### config.mk
export PLATFORM = sky130hd
export DESIGN_NAME = wdg_kick_qualifier
export DESIGN_NICKNAME = d
export VERILOG_FILES = /design/src/rtl/wkq_pkg.sv /design/src/rtl/wkq_sync.sv /design/src/rtl/wkq_warmup.sv /design/src/rtl/wkq_filter.sv /design/src/rtl/wkq_trig.sv /design/src/rtl/wdg_kick_qualifier.sv
export SDC_FILE = /design/constraint.sdc
export NUM_CORES = 1
export LEC_CHECK = 0
export ABC_CLOCK_PERIOD_IN_PS = 2300
export BUFFER_PORTS_ARGS = -buffer_cell sky130_fd_sc_hd__buf_2
export CELL_PAD_IN_SITES_DETAIL_PLACEMENT = 0
export CELL_PAD_IN_SITES_GLOBAL_PLACEMENT = 1
export CORE_MARGIN = 1.5
export CORE_UTILIZATION = 40
export CTS_BUF_LIST = sky130_fd_sc_hd__clkbuf_4
export CTS_CLUSTER_SIZE = 12
export DETAILED_ROUTE_END_ITERATION = 8
export HOLD_SLACK_MARGIN = 0.03
export PLACE_DENSITY = 0.72
export SLEW_MARGIN = 20
export SYNTH_ARGS = -nofsm -noshare
export SYNTH_HDL_FRONTEND = slang
export SYNTH_SLANG_ARGS = --single-unit
### constraint.sdc
create_clock -name clk -period 2.3 [get_ports clk]
set_input_delay 0.575 -clock clk [delete_from_list [all_inputs] [get_ports clk]]
set_output_delay 0.575 -clock clk [all_outputs]
set_load 0.03 [all_outputs]
### src/rtl/wkq_pkg.sv
package wkq_pkg;
  localparam int SYNC_STAGES = 2;
  localparam int NUM_CH      = 2;
  localparam int CH_KICK     = 0;
  localparam int CH_EN       = 1;

  typedef enum logic {
    TRIG_RISE = 1'b0,
    TRIG_BOTH = 1'b1
  } trig_mode_e;
endpackage

### src/rtl/wkq_sync.sv
// Multi-bit bank of independent single-bit synchronizers.
module wkq_sync #(
  parameter int WIDTH  = 2,
  parameter int STAGES = 2
) (
  input  logic             clk,
  input  logic             rst_n,
  input  logic [WIDTH-1:0] d,
  output logic [WIDTH-1:0] q
);
  logic [WIDTH-1:0] stg [STAGES];

  always_ff @(posedge clk or negedge rst_n) begin
    if (!rst_n) begin
      for (int i = 0; i < STAGES; i++) stg[i] <= '0;
    end else begin
      stg[0] <= d;
      for (int i = 1; i < STAGES; i++) stg[i] <= stg[i-1];
    end
  end

  assign q = stg[STAGES-1];
endmodule

### src/rtl/wkq_warmup.sv
// Post-reset sequencer: load window while the synchronizer fills,
// then one settle cycle before edge reporting is armed.
module wkq_warmup #(
  parameter int STAGES = 2
) (
  input  logic clk,
  input  logic rst_n,
  output logic load,
  output logic arm
);
  localparam int LAST = STAGES + 2;
  localparam int CW   = $clog2(LAST + 1);

  logic [CW-1:0] cnt;

  always_ff @(posedge clk or negedge rst_n) begin
    if (!rst_n)                   cnt <= '0;
    else if (cnt != CW'(LAST))    cnt <= cnt + 1'b1;
  end

  assign load = (cnt <= CW'(STAGES));
  assign arm  = (cnt == CW'(LAST));
endmodule

### src/rtl/wkq_filter.sv
// Stability filter: output follows the sample only after the sample has
// differed from the output on CYCLES consecutive edges.
module wkq_filter #(
  parameter int CYCLES = 32
) (
  input  logic clk,
  input  logic rst_n,
  input  logic load,
  input  logic smp,
  output logic lvl
);
  localparam int CW = (CYCLES > 2) ? $clog2(CYCLES) : 1;

  logic [CW-1:0] cnt;
  logic          lvl_q;

  always_ff @(posedge clk or negedge rst_n) begin
    if (!rst_n) begin
      lvl_q <= 1'b0;
      cnt   <= '0;
    end else if (load) begin
      lvl_q <= smp;
      cnt   <= '0;
    end else if (smp == lvl_q) begin
      cnt   <= '0;
    end else if (cnt == CW'(CYCLES - 1)) begin
      lvl_q <= smp;
      cnt   <= '0;
    end else begin
      cnt   <= cnt + 1'b1;
    end
  end

  assign lvl = lvl_q;
endmodule

### src/rtl/wkq_trig.sv
// Edge selector: registered one-cycle pulse on a change of the filtered
// kick level that matches the trigger mode.
module wkq_trig
  import wkq_pkg::*;
(
  input  logic       clk,
  input  logic       rst_n,
  input  logic       arm,
  input  logic       lvl,
  input  trig_mode_e mode,
  output logic       clr
);
  logic prev_q;
  logic clr_q;
  logic changed;
  logic counts;

  assign changed = (lvl != prev_q);
  assign counts  = (mode == TRIG_BOTH) || lvl;

  always_ff @(posedge clk or negedge rst_n) begin
    if (!rst_n) begin
      prev_q <= 1'b0;
      clr_q  <= 1'b0;
    end else begin
      prev_q <= lvl;
      clr_q  <= arm && changed && counts;
    end
  end

  assign clr = clr_q;
endmodule

### src/rtl/wdg_kick_qualifier.sv
module wdg_kick_qualifier
  import wkq_pkg::*;
#(
  parameter int FILT_CYCLES = 32
) (
  input  logic clk,
  input  logic rst_n,
  input  logic kick_async,
  input  logic en_async,
  input  logic both_edges,
  output logic kick_clr,
  output logic en_level
);
  logic [NUM_CH-1:0] raw;
  logic [NUM_CH-1:0] smp;
  logic [NUM_CH-1:0] lvl;
  logic              load;
  logic              arm;
  logic              kick_smp;
  logic              en_smp;
  logic              kick_lvl;
  trig_mode_e        mode;

  assign raw[CH_KICK] = kick_async;
  assign raw[CH_EN]   = en_async;
  assign mode         = trig_mode_e'(both_edges);

  wkq_sync #(.WIDTH(NUM_CH), .STAGES(SYNC_STAGES)) sync_i (
    .clk(clk), .rst_n(rst_n), .d(raw), .q(smp)
  );

  wkq_warmup #(.STAGES(SYNC_STAGES)) warm_i (
    .clk(clk), .rst_n(rst_n), .load(load), .arm(arm)
  );

  for (genvar c = 0; c < NUM_CH; c++) begin : g_ch
    wkq_filter #(.CYCLES(FILT_CYCLES)) filt_i (
      .clk(clk), .rst_n(rst_n), .load(load), .smp(smp[c]), .lvl(lvl[c])
    );
  end

  assign kick_smp = smp[CH_KICK];
  assign en_smp   = smp[CH_EN];
  assign kick_lvl = lvl[CH_KICK];

  wkq_trig trig_i (
    .clk(clk), .rst_n(rst_n), .arm(arm), .lvl(kick_lvl), .mode(mode),
    .clr(kick_clr)
  );

  assign en_level = lvl[CH_EN];
endmodule

== Word level (Yosys, flattened, before mapping) ==
Index checks and enable logic that the tools add are counted.
Operators by class
  bitwise operators: 0
  multiply operators: 0
  reductions and logical operators: 7
  order comparisons: 1
  multiplexer cells: 12
  equality and inequality tests: 9
  div/mod/pow operators: 0
  add/sub/neg operators: 3
  shifts and indexed selects: 0
Operator list (count)
  $mux W5: 6
  $add A5 B1 Y5 const B: 2
  $eq A5 B5 Y1 const B: 2
  $mux W1: 6
  $reduce_and A2 Y1: 2
  $reduce_bool A2 Y1: 2
  $add A3 B1 Y3 const B: 1
  $eq A3 B3 Y1 const B: 1
  $le A3 B2 Y1 const B: 1
  $ne A3 B3 Y1 const B: 1
  $eq A1 B1 Y1: 2
  $logic_and A1 B1 Y1: 2
  $ne A2 B1 Y1 const B: 1
  $ne A2 B2 Y1 const B: 1
  $logic_or A1 B1 Y1: 1
  $ne A1 B1 Y1: 1
Word-level totals
  bits in read-only memories: 0
  memory bits (writable): 0
  input port bits: 5
  latch bits: 0
  flip-flop bits (word level): 21
  logic and storage cells: 41
  memories: 0
  output and inout bits: 2

== Longest topological paths before layout ==
  depth after elaboration: 4
  gate-level depth with buffers: 6
  gate-level depth less buffers: 6

== Cells and area by module ==
A second synthesis with hierarchy kept.
Unflattened totals
  cell total of the unflattened synthesis: 72
  area, all modules: 898.4 µm²
Modules (own cells, without submodules)
  wkq_filter (g_ch[0].filt_i): seq. area each 150.1 µm², cells an instance 22, instances 1, area an instance 274.0 µm²
  wkq_filter (g_ch[1].filt_i): seq. area each 150.1 µm², cells an instance 22, instances 1, area an instance 261.5 µm²
  wkq_warmup: seq. area each 75.1 µm², cells an instance 17, instances 1, area an instance 177.7 µm²
  wkq_sync: seq. area each 100.1 µm², cells an instance 6, instances 1, area an instance 115.1 µm²
  wkq_trig: seq. area each 50.0 µm², cells an instance 5, instances 1, area an instance 70.1 µm²

== Least setup slack after synthesis ==
OpenSTA, ideal clock, no wires.
  path kind: register to register
  start: register g_ch[0].filt_i.cnt[0]
  end: register g_ch[0].filt_i.lvl_q
  slack: 0.789 ns
  setup time: 0.128 ns
  cell stages (with the launch flop): 6
  period minus slack after synthesis: 1.511 ns
  buffers on the path: 0
  data arrival time: 1.383 ns
  data required time: 2.172 ns
  cells stage by stage: dfrtp_1 ha_1 and3_1 ha_1 o21bai_1 mux2_1
Between the ends
  longest elaborated chain between the ends: 3
Ends and longest elaborated chain
  from (decl): RTL line wkq_filter.sv:14  | logic [CW-1:0] cnt;
  from (signal assigned): RTL line wkq_filter.sv:30  | cnt <= cnt + 1'b1;
  $eq A5 B5 Y1: RTL line wkq_filter.sv:26  | end else if (cnt == CW'(CYCLES - 1)) begin
  $reduce_bool A2 Y1 (no source line)
  $reduce_and A2 Y1 (no source line)
  to (signal assigned): RTL line wkq_filter.sv:22  | lvl_q <= smp;
  to (signal assigned): RTL line wkq_filter.sv:27  | lvl_q <= smp;
  to (decl): RTL line wkq_filter.sv:15  | logic lvl_q;
No other way between the ends.
A chain may end at the register's enable or synchronous reset.

== Worst setup path in the final report ==
Same ends and word-level chain as after synthesis.

==> results.py <==
metrics = {
    "place": {
        "dp_hpwl_um": 831,
        "place_ws_ns": 0.713,
        "finalWeightedCongestion": 0.729,
        "io_buffers": 6,
        "placedCellCount": 105,
    },
    "power": {
        "ir_worst_vdd_mv": 0.431,
        "p_per_area_mw_per_mm2": 674,
        "power.leakage_nw": 0.486,
    },
    "logic_synthesis": {
        "syn_inst": 72,
        "ys_seq_area_frac": 0.601,
        "synth_warnings": 0,
        "avgSynthCellArea_sq_um": 12.1,
        "synth_fp_nets": 84,
        "synth.distinct_cells": 18,
        "netlist_area_sq_um": 875,
        "ys_ff_latch": 21,
    },
    "clock_network": {
        "clk_latency_ns": 0.30,
        "cts_hold_buf": 0,
        "cts_root_buf": "clkbuf_4",
        "clockBufferDepth": 2,
        "numCtsBuffers": 3,
        "postCtsSetupBuffers": 0,
        "clkSinkCount": 21,
        "cts.clk_slew.worst_paths_ns": 0.11,
        "htree_levels": 1,
        "ctsResizeCount": 0,
        "cts_tree": "done",
    },
    "global_routing": {
        "grt_pass1_vias": 529,
        "grt_pass1_wl_um": 2110,
        "grt-ovfl-total": 0,
        "antenna_found_initial": 0,
        "grt_max_degree": 22,
        "grt_usage": 0.117,
    },
    "detailed_routing": {
        "drt_first_pass_iters": 4,
        "final_antenna_net_count": 0,
        "drtIter0Drc": 5,
        "wl_per_cell_um": 10.6,
        "vias_per_cell": 4.59,
        "dr_total_vias": 500,
        "wl_um": 1150,
        "route.detailed.drc": 0,
    },
    "die": {
        "initial_core_util": 0.437,
        "die_x_um": 49.8,
        "die_area_sq_mm": 0.00248,
        "rows": 16,
        "ios": 7,
        "core_sq_mm": 0.00200,
        "fp.dieH_um": 49.8,
    },
    "timing": {
        "setup_slack_ns": 0.708,
        "period_share": 0.692,
        "fin_crit_ns": 1.59,
        "setup_viol_count_final": 0,
        "setup_tns_ns": 0,
        "fin_skew_ns": 0.00380,
        "worst_pin_slew_ns": 0.449,
        "report.final.hold_viol_count": 0,
        "max_slew_margin": 0.701,
        "finalMaxSlewViolations": 0,
        "fmax_mhz": 628,
        "rsz0062_at_grt": "false",
    },
    "worst_hold_path": {
        "hold_path_class": "in2async",
    },
    "final_layout": {
        "final_cells": 109,
        "drive_gt1_frac": 0.146,
        "nNetsFinal": 95,
        "antenna_cells": 0,
        "area_delta_synth_final_pct": 10.7,
        "fillers": 204,
    },
    "worst_setup_path": {
        "critPathArrivalTime_ns": 1.78,
        "critPathKind": "reg2reg",
        "required_ns": 2.49,
        "crit_path_max_fanout": 4,
        "worstSetupEndpointType": "flop",
        "startpoint_type": "flop",
    },
    "status": {
        "status": "completed",
    },
    "run": {
        "cap_violations": 0,
    },
}
-- sequential cells by signal, summed over array words and instances, names as in the netlist --
name	cells
g_ch.filt_i.cnt	10
g_ch.filt_i.lvl	2
sync_i.q	2
sync_i.stg	2
trig_i.clr	1
trig_i.prev_q	1
warm_i.cnt	3
-- worst max-delay path: stages, from the launching register on --
cell and delay [ns]:
dfrtp_1 0.41, ha_1 0.22, and3_1 0.15, ha_1 0.22, o21bai_1 0.17, mux2_1 0.31
-- worst paths after layout --
path                                                  from  slack [ns]  depth (start not counted)                               to
setup / recovery           g_ch[0].filt_i.cnt[0]$_DFF_PN0_        0.71                          5   g_ch[0].filt_i.lvl$_DFFE_PN0P_
hold / removal                                       rst_n        0.20                          1             trig_i.clr$_DFF_PN0_
setup reg to reg           g_ch[0].filt_i.cnt[0]$_DFF_PN0_        0.71                          5   g_ch[0].filt_i.lvl$_DFFE_PN0P_
hold reg to reg                    sync_i.stg[3]$_DFF_PN0_        0.36                          0            sync_i.q[1]$_DFF_PN0_
max in group asynchronous                            rst_n        1.79                          1  g_ch[1].filt_i.cnt[1]$_DFF_PN0_
min in group clk                   sync_i.stg[3]$_DFF_PN0_        0.36                          0            sync_i.q[1]$_DFF_PN0_
-- cell families (layout without fill, tap and decap cells) --
logic type,count (synthesis),after routing,share of synthesized area
simple gates,22,22,0.119
flops,21,21,0.601
xor+xnor,7,7,0.0701
buf+inv,6,16,0.0257
compound gates,6,6,0.0458
mux,3,3,0.0386
fa+ha+maj,7,7,0.100
-- cell type report --
class,count,area (sq um),share of cell area
Sequential cell,21,526,0.543
Multi-Input combinational cell,45,327,0.337
Tap cell,27,33.8,0.0349
Clock buffer,4,30.0,0.0310
Timing Repair Buffer,6,30.0,0.0310
Inverter,6,22.5,0.0233
-- through the flow --
stage	area (sq um)	power, mW	utilization	hold slack, ns
after floorplan	875	0.454	-	0.279
after global placement	938	0.476	0.469	0.333
after detailed placement	938	0.477	0.469	0.344
after CTS	968	0.666	0.484	0.207
after global routing	968	0.692	0.484	0.221
final	968	0.652	0.484	0.200
-- per-layer routing --
| layer | global-route usage | vias to the layer above | routed length (um) |
|---|---|---|---|
| li1 | - | 255 | - |
| met1 | 0.134 | 235 | 554 |
| met2 | 0.184 | 6 | 532 |
| met3 | 0.0364 | 4 | 36 |
| met4 | 0.0833 | 0 | 31 |
| met5 | 0 | - | 0 |
-- report_power, final --
part           internal (mW)  switching (mW)
registers              0.394          0.0159
clock network         0.0794           0.106
logic                 0.0246          0.0330
-- cells in the mapped netlist --
cell	number	area [sq um]
and3_1	2	12.5
dfrtp_1	21	526
ha_1	7	87.6
inv_1	6	22.5
mux2_1	2	22.5
mux2_2	1	11.3
nand2_1	4	15.0
nand3_1	2	10.0
nor2_1	10	37.5
nor2b_4	1	13.8
nor3_1	3	15.0
o211a_1	1	10.0
o211ai_1	1	7.51
o21ai_0	1	5.00
o21ai_1	2	10.0
o21bai_1	1	7.51
xnor2_1	3	26.3
xor2_1	4	35.0
-- cells in the final DEF, fill, tap and decap left out --
cell type / instances
mux2_2: 1
nand3_1: 2
xnor2_1: 3
mux2_1: 2
inv_1: 6
o21bai_1: 1
buf_2: 6
dfrtp_1: 21
and3_1: 2
nor2b_4: 1
o21ai_0: 1
nand2_1: 4
o21ai_1: 2
ha_1: 7
nor3_1: 3
clkbuf_4: 4
nor2_1: 10
xor2_1: 4
o211ai_1: 1
o211a_1: 1
No activity file was read; power rests on OpenSTA's default activity.
